$ cat config.mk
export PLATFORM = sky130hd
export DESIGN_NAME = spmv_pipe
export DESIGN_NICKNAME = d
export VERILOG_FILES = /design/src/rtl/spmv_pipe.sv
export SDC_FILE = /design/constraint.sdc
export NUM_CORES = 2
export LEC_CHECK = 0
export ABC_AREA = 1
export BUFFER_PORTS_ARGS = -buffer_cell sky130_fd_sc_hd__buf_2
export CORE_ASPECT_RATIO = 1.5
export CORE_MARGIN = 8
export CORE_UTILIZATION = 33
export DETAILED_ROUTE_END_ITERATION = 8
export HOLD_SLACK_MARGIN = 0.02
export PLACE_DENSITY = 0.55
export SLEW_MARGIN = 15
export SYNTH_ARGS = -nofsm -noshare
export SYNTH_HDL_FRONTEND = slang
export SYNTH_SLANG_ARGS = --single-unit
export TNS_END_PERCENT = 30
$ cat constraint.sdc
create_clock -name clk -period 30.4 [get_ports clk]
set_input_delay 6.08 -clock clk [delete_from_list [all_inputs] [get_ports clk]]
set_output_delay 6.08 -clock clk [all_outputs]
set_load 0.005 [all_outputs]
$ cat src/rtl/spmv_pipe.sv
module spmv_pipe #(
  parameter int N      = 16,
  parameter int ADDR_W = 10
) (
  input  logic                clk,
  input  logic                rst_n,
  input  logic                start,
  output logic                mem_en,
  output logic [ADDR_W-1:0]   mem_addr,
  input  logic [31:0]         mem_rdata,
  input  logic [N*21-1:0]     p_vec,
  output logic [N*21-1:0]     kp_vec,
  output logic [20:0]         pkp,
  output logic                busy,
  output logic                done
);
  localparam int VW = 21;
  localparam int CW = 9;
  localparam int FB = 10;
  localparam int AW = 48;
  localparam int PW = 2 * VW;
  localparam int RW = (N > 1) ? $clog2(N) : 1;

  function automatic logic signed [VW-1:0] rnd(input logic signed [AW-1:0] a);
    logic signed [AW-1:0] t;
    t = a + (AW'(1) <<< (FB - 1));
    return t[FB +: VW];
  endfunction

  logic                 running, f_valid;
  logic [ADDR_W-1:0]    pc;
  logic                 d_valid, d_eor, d_eom;
  logic signed [VW-1:0] d_val, d_pel, pel, prow, row_res;
  logic signed [PW-1:0] prod, pprod;
  logic signed [AW-1:0] row_acc, pkp_acc, sum;
  logic [RW-1:0]        row;

  assign busy     = running | f_valid | d_valid;
  assign mem_en   = running;
  assign mem_addr = pc;

  wire start_ok = start && !busy;
  wire f_eom    = f_valid && mem_rdata[31];

  always_ff @(posedge clk or negedge rst_n) begin
    if (!rst_n) begin
      running <= 1'b0;
      pc      <= '0;
      f_valid <= 1'b0;
    end else begin
      f_valid <= running && !f_eom;
      if (start_ok) begin
        running <= 1'b1;
        pc      <= '0;
      end else if (running) begin
        pc <= pc + 1'b1;
        if (f_eom) running <= 1'b0;
      end
    end
  end

  always_comb begin
    pel = '0;
    for (int i = 0; i < N; i++)
      if (mem_rdata[29:21] == CW'(i)) pel = p_vec[i*VW +: VW];
  end

  always_ff @(posedge clk or negedge rst_n) begin
    if (!rst_n) begin
      d_valid <= 1'b0;
      d_eor   <= 1'b0;
      d_eom   <= 1'b0;
      d_val   <= '0;
      d_pel   <= '0;
    end else begin
      d_valid <= f_valid;
      d_eor   <= mem_rdata[30] | mem_rdata[31];
      d_eom   <= mem_rdata[31];
      d_val   <= mem_rdata[20:0];
      d_pel   <= pel;
    end
  end

  always_comb begin
    prow = '0;
    for (int i = 0; i < N; i++)
      if (row == RW'(i)) prow = p_vec[i*VW +: VW];
  end

  assign prod    = d_val * d_pel;
  assign sum     = row_acc + {{(AW-PW){prod[PW-1]}}, prod};
  assign row_res = rnd(sum);
  assign pprod   = prow * row_res;

  always_ff @(posedge clk or negedge rst_n) begin
    if (!rst_n) begin
      row_acc <= '0;
      pkp_acc <= '0;
      row     <= '0;
      kp_vec  <= '0;
      done    <= 1'b0;
    end else if (start_ok) begin
      row_acc <= '0;
      pkp_acc <= '0;
      row     <= '0;
      kp_vec  <= '0;
      done    <= 1'b0;
    end else if (d_valid) begin
      if (d_eor) begin
        kp_vec[row*VW +: VW] <= row_res;
        pkp_acc <= pkp_acc + {{(AW-PW){pprod[PW-1]}}, pprod};
        row_acc <= '0;
        row     <= row + 1'b1;
        done    <= d_eom;
      end else begin
        row_acc <= sum;
      end
    end
  end

  assign pkp = rnd(pkp_acc);
endmodule

== Word-level counts from Yosys, hierarchy flattened ==
Cells that the tools add are included.

* Register bits after elaboration: 494
* Input port bits: 371
* Output and inout port bits: 370
* Word-level logic and storage cells: 122

* $add $sub $neg: 7
* Multiply operators: 3
* Equality and inequality tests: 30
* Shifts and indexed selects: 2
* Mux-type cells: 53
* Bitwise logic cells: 3
* Reduce and logical (&&, ||, !) cells: 11

{| class="wikitable"
|+ Operator list
! operator !! number
|-
| $mux 336 || 3
|-
| $mux 21 || 32
|-
| $bwmux 336 || 1
|-
| $shift 21x34->336 const A || 1
|-
| $shiftx 21x34->336 || 1
|-
| $mux 48 || 6
|-
| $add 48x48->48 || 2
|-
| $mul 21x21->42 || 2
|-
| $eq 9x4->1 const B || 8
|-
| $add 31x11->31 const B || 2
|-
| $eq 9x3->1 const B || 4
|-
| $neg 9->34 || 1
|-
| $eq 4x4->1 const B || 8
|-
| $mux 10 || 2
|-
| $eq 9x2->1 const B || 2
|-
| $eq 4x3->1 const B || 4
|-
| $mux 4 || 3
|-
| $add 10x1->10 const B || 1
|-
| $eq 9x1->1 const B || 1
|-
| $logic_not 9->1 || 1
|-
| $mul 4x5->9 const B || 1
|-
| $eq 4x2->1 const B || 2
|-
| $mux 1 || 6
|-
| $reduce_bool 2->1 || 3
|-
| 7 further kinds || 12
|}

== Longest topological paths before layout ==
* Word-level depth: 22
* Mapped depth: 85

== Worst setup path before layout ==
OpenSTA, ideal clock, no wires.

* Path type: input port to flip-flop
* Start point: input port p_vec[6]
* End point: register pkp_acc[29]
* Setup time: 0.126 ns
* Arrival time: 14.140 ns
* Required time: 30.274 ns
* Path slack: 16.134 ns
* Stages on the path: 49
* Path buffers: 1
* Cell sequence: inv_1 > nor3_1 > o221ai_1 > o21ai_0 > a21oi_1 > nor2_1 > a211oi_1 > o221ai_1 > nand2_1 > nand3_1 > o211ai_1 > nand3_1 > o21ai_0 > o21ai_1 > clkbuf_1 > nand3_1 > fa_1 > fa_1 > [13 not listed] > ha_1 > nand2_1 > nor2_1 > a211oi_1 > o21ai_1 > nand2_1 > inv_1 > o21ai_1 > nand2_1 > nand2_1 > inv_1 > or2_1 > a21oi_1 > o21ai_1 > a21oi_1 > nand2_1 > nand2_1 > o21ai_0

* Longest elaborated chain between the ends: 21

{| class="wikitable"
|+ RTL lines
! item !! line !! RTL
|-
| from (decl) || 11 || <nowiki>input logic [N*21-1:0] p_vec,</nowiki>
|-
| $mux 21 (16 in a row) || 87 || <nowiki>if (row == RW'(i)) prow = p_vec[i*VW +: VW];</nowiki>
|-
| $mul 21x21->42 || 93 || <nowiki>assign pprod = prow * row_res;</nowiki>
|-
| $add 48x48->48 || 111 || <nowiki>pkp_acc <= pkp_acc + {{(AW-PW){pprod[PW-1]}}, pprod};</nowiki>
|-
| $mux 48 || 109 || <nowiki>if (d_eor) begin</nowiki>
|-
| $mux 48 || 108 || <nowiki>end else if (d_valid) begin</nowiki>
|-
| $mux 48 || 102 || <nowiki>end else if (start_ok) begin</nowiki>
|-
| to (signal assigned) || 111 ||
|-
| to (decl) || 35 || <nowiki>logic signed [AW-1:0] row_acc, pkp_acc, sum;</nowiki>
|}

Every way passes these cells. The select of a mux whose other input is x is not followed.
A chain may end at the register's enable or synchronous reset.

== Final worst setup path ==
* Start point: register d_val[2]
* End point: register pkp_acc[30]

* Longest elaborated chain between the ends: 8

{| class="wikitable"
|+ RTL lines
! item !! line !! RTL
|-
| from (decl) || 33 || <nowiki>logic signed [VW-1:0] d_val, d_pel, pel, prow, row_res;</nowiki>
|-
| from (signal assigned) || 79 || <nowiki>d_val <= mem_rdata[20:0];</nowiki>
|-
| $mul 21x21->42 || 90 || <nowiki>assign prod = d_val * d_pel;</nowiki>
|-
| $add 48x48->48 || 91 || <nowiki>assign sum = row_acc + {{(AW-PW){prod[PW-1]}}, prod};</nowiki>
|-
| $add 31x11->31 || 26 || <nowiki>t = a + (AW'(1) <<< (FB - 1));</nowiki>
|-
| $mul 21x21->42 || 93 ||
|-
| $add 48x48->48 || 111 ||
|-
| $mux 48 || 109 ||
|-
| $mux 48 || 108 ||
|-
| $mux 48 || 102 ||
|}

Every way passes these cells. The select of a mux whose other input is x is not followed.

==> run metrics <==
io pins=741; Vias/cell=approximately 5.3; type of origin of the critical path=flip-flop; post-layout min period=16.51 ns; Synth Cell Area=53200 sq um; asr flop ratio synth=100%; largest net degree at the start of global routing=122; global-route wire length before repair=about 360000 microns; hold_buf cts=0; GRT Total Usage=27.6%; RSZ-0062 raised after global routing=false; Setup CP Type=reg2reg; period utilization=approximately 54%; top-area cell type share of the netlist area=approximately 25%; CP startpoint=d_val[2]$_DFF_PN0_; Hold Path Class=reg2reg; Worst path slowest cell=dfrtp_1; setup bufs post-CTS=0; CP dominant cell by count=inv_1; met3 Use GR=6.67%; number of enable flip-flop cells after synthesis=0; first-pass detailed-route iteration total=6; Register Area=11500 sq um; TritonCTS Buffers=54; CP Capture Type=flip-flop; met1 Track Usage GR=~33%; H-Tree Level Count=2; maxcap violations=0; Ys Warns=0; Final #Nets=8889; critical path peak fanout=21; area leader, netlist=fa_1; total die area=about 170000 sq um; Clock Latency Late Sink=0.69 ns; top cells by area, synth=fa_1 (25%), dfrtp_1 (22%), inv_1 (11%); Clock Tree Root=clkbuf_16; post-route ant nets=0; Area Overhead vs Synth=15.3%; count leader, synth=inv_1; gpl congestion=around 0.97; CP required=31.01 ns; final setup vio count=0; post-synthesis sequential area ratio=21.6%; gr busiest metal=met2; status=completed; area of the multi-input gates=approximately 35000 sq um; Buf/Inv on CP=15; CP delay by family, top=adder cells; dpl hpwl=roughly 200000 microns; Worst Path Arrival=17.11 ns; CTS clk-pin slew, worst paths=0.06 ns; clock buffer depth=3; # DRC=0; ys flop type=dfrtp_1; max frequency=60.6 MHz; initial antenna violation count=57; placed cells=roughly 9600; Commonest cells post-synth=inv_1 (1540), nand2_1 (1507), fa_1 (670); Post-CTS Resized=0; # clock sinks=460; CTS tree=done; share of cells above drive strength 1=about 14%; grt ovf=0; PortBufs=740; Routed WL per cell=25.3 microns; Final Skew=0.0496 ns; Mean Syn Cell Area=between 7 and 8 sq um; routed vias=51453; Slew Viols, Final=0; actual slew at the worst max-slew pin=between 1 and 1.5 ns; reg2reg start=d_val[2]$_DFF_PN0_; chip height=508 microns; Net Count, Synth=8323; Yosys reg bits=460; Netlist cell types=65; DR iter-0 viols=approximately 4300; Synth Instances=7011; Fill cells=16961; Hold Crit Start=f_valid$_DFF_PN0_; vias in the first global route=52948; setup TNS=0 ns; Die Width=344 microns; Finished Layout Cells=around 9800; Hold Vio Cnt, Final=0; met2 usage=a little under half; num rows=180; initial core utilization=between 30 and 40%; CP max stage delay=1.04 ns; Rel. slew slack=14.8%; WL final=between 200000 and 250000 microns; core area=between 150000 and 200000 sq um
[layer usage]
metal,share of wire [%],vias to the layer above
met5,0.057,-
met4,6.6,22
met3,8.2,591
met2,47,2229
met1,38,25714
li1,-,22897
[placed cells by master (no fill, tap or decap), types with 23 or more instances in the layout]
master	count
inv_1	1539
nand2_1	1507
buf_2	739
fa_1	670
nand3_1	526
o21ai_0	506
dfrtp_1	460
nor2_1	304
ha_1	271
a21oi_1	207
o22ai_1	119
buf_4	98
xor2_1	63
nor3_1	55
clkbuf_16	54
nand4_1	48
diode_2	42
o211ai_1	42
a221oi_1	36
xnor2_1	32
nor2_2	30
or2_2	23
[worst reg2reg max path, delay by kind of cell, from the launching register on]
kind / cells / cell delay, ns
fa+ha+maj: 18 / 7.61
simple gates: 25 / 3.78
compound gates: 14 / 2.36
buf+inv: 15 / 1.36
flops: 1 / 1.04
xor+xnor: 2 / 0.25
[logic make-up after synthesis]
family / after synthesis / share of synthesized area (%)
DFF: 460 / 21.6
and+or+nand+nor: 2573 / 20.5
buffers and inverters: 1899 / 13.5
adders and majority gates: 941 / 31.6
xor gates and xnor gates: 100 / 1.70
AOI/OAI and AO/OA: 1038 / 11.1
[final cells by class]
type	instances	share of cell area (%)
tap	2093	4.27
sequential	460	18.8
clock inverter	33	0.917
inverter	1570	9.62
multi-input combinational	4652	56.6
clock buffer	69	2.41
antenna	42	0.171
timing repair buffer	839	7.28
[state kept, by name, summed over array words and instances, names as in the netlist]
| signal | count |
|---|---|
| mem_en | 1 |
| done | 1 |
| d_valid | 1 |
| row | 4 |
| d_eom | 1 |
| kp_vec | 336 |
| d_val | 21 |
| d_pel | 21 |
| pkp_acc | 31 |
| d_eor | 1 |
| f_valid | 1 |
| row_acc | 31 |
| mem_addr | 10 |
[metrics by stage]
| step | instance area [sq um] | setup WS, ns | hold WS (ns) | util (%) |
|---|---|---|---|---|
| global placement | 59200 | 14.03 | 0.391 | 36.9 |
| finish | 61400 | 13.89 | 0.409 | 38.3 |
| CTS | 61300 | 13.94 | 0.412 | 38.2 |
| global route | 61300 | 13.00 | 0.433 | 38.3 |
| detailed placement | 59200 | 14.06 | 0.391 | 36.9 |
| floorplan | 53200 | 16.13 | 0.374 | - |
[final timing paths]
check                      cells past startpoint  slack (ns)                       to
min                                            0        0.41        d_valid$_DFF_PN0_
max                                           74       13.89  pkp_acc[30]$_DFFE_PN0P_
min in group asynchronous                      1        5.54  kp_vec[293]$_DFFE_PN0P_
min reg2reg                                    0        0.41        d_valid$_DFF_PN0_
max in group asynchronous                      3       22.46  pkp_acc[22]$_DFFE_PN0P_
max reg2reg                                   74       13.89  pkp_acc[30]$_DFFE_PN0P_
Power is not shown: default switching activity piles up to over one toggle a cycle in this logic, so the estimate is an artifact.
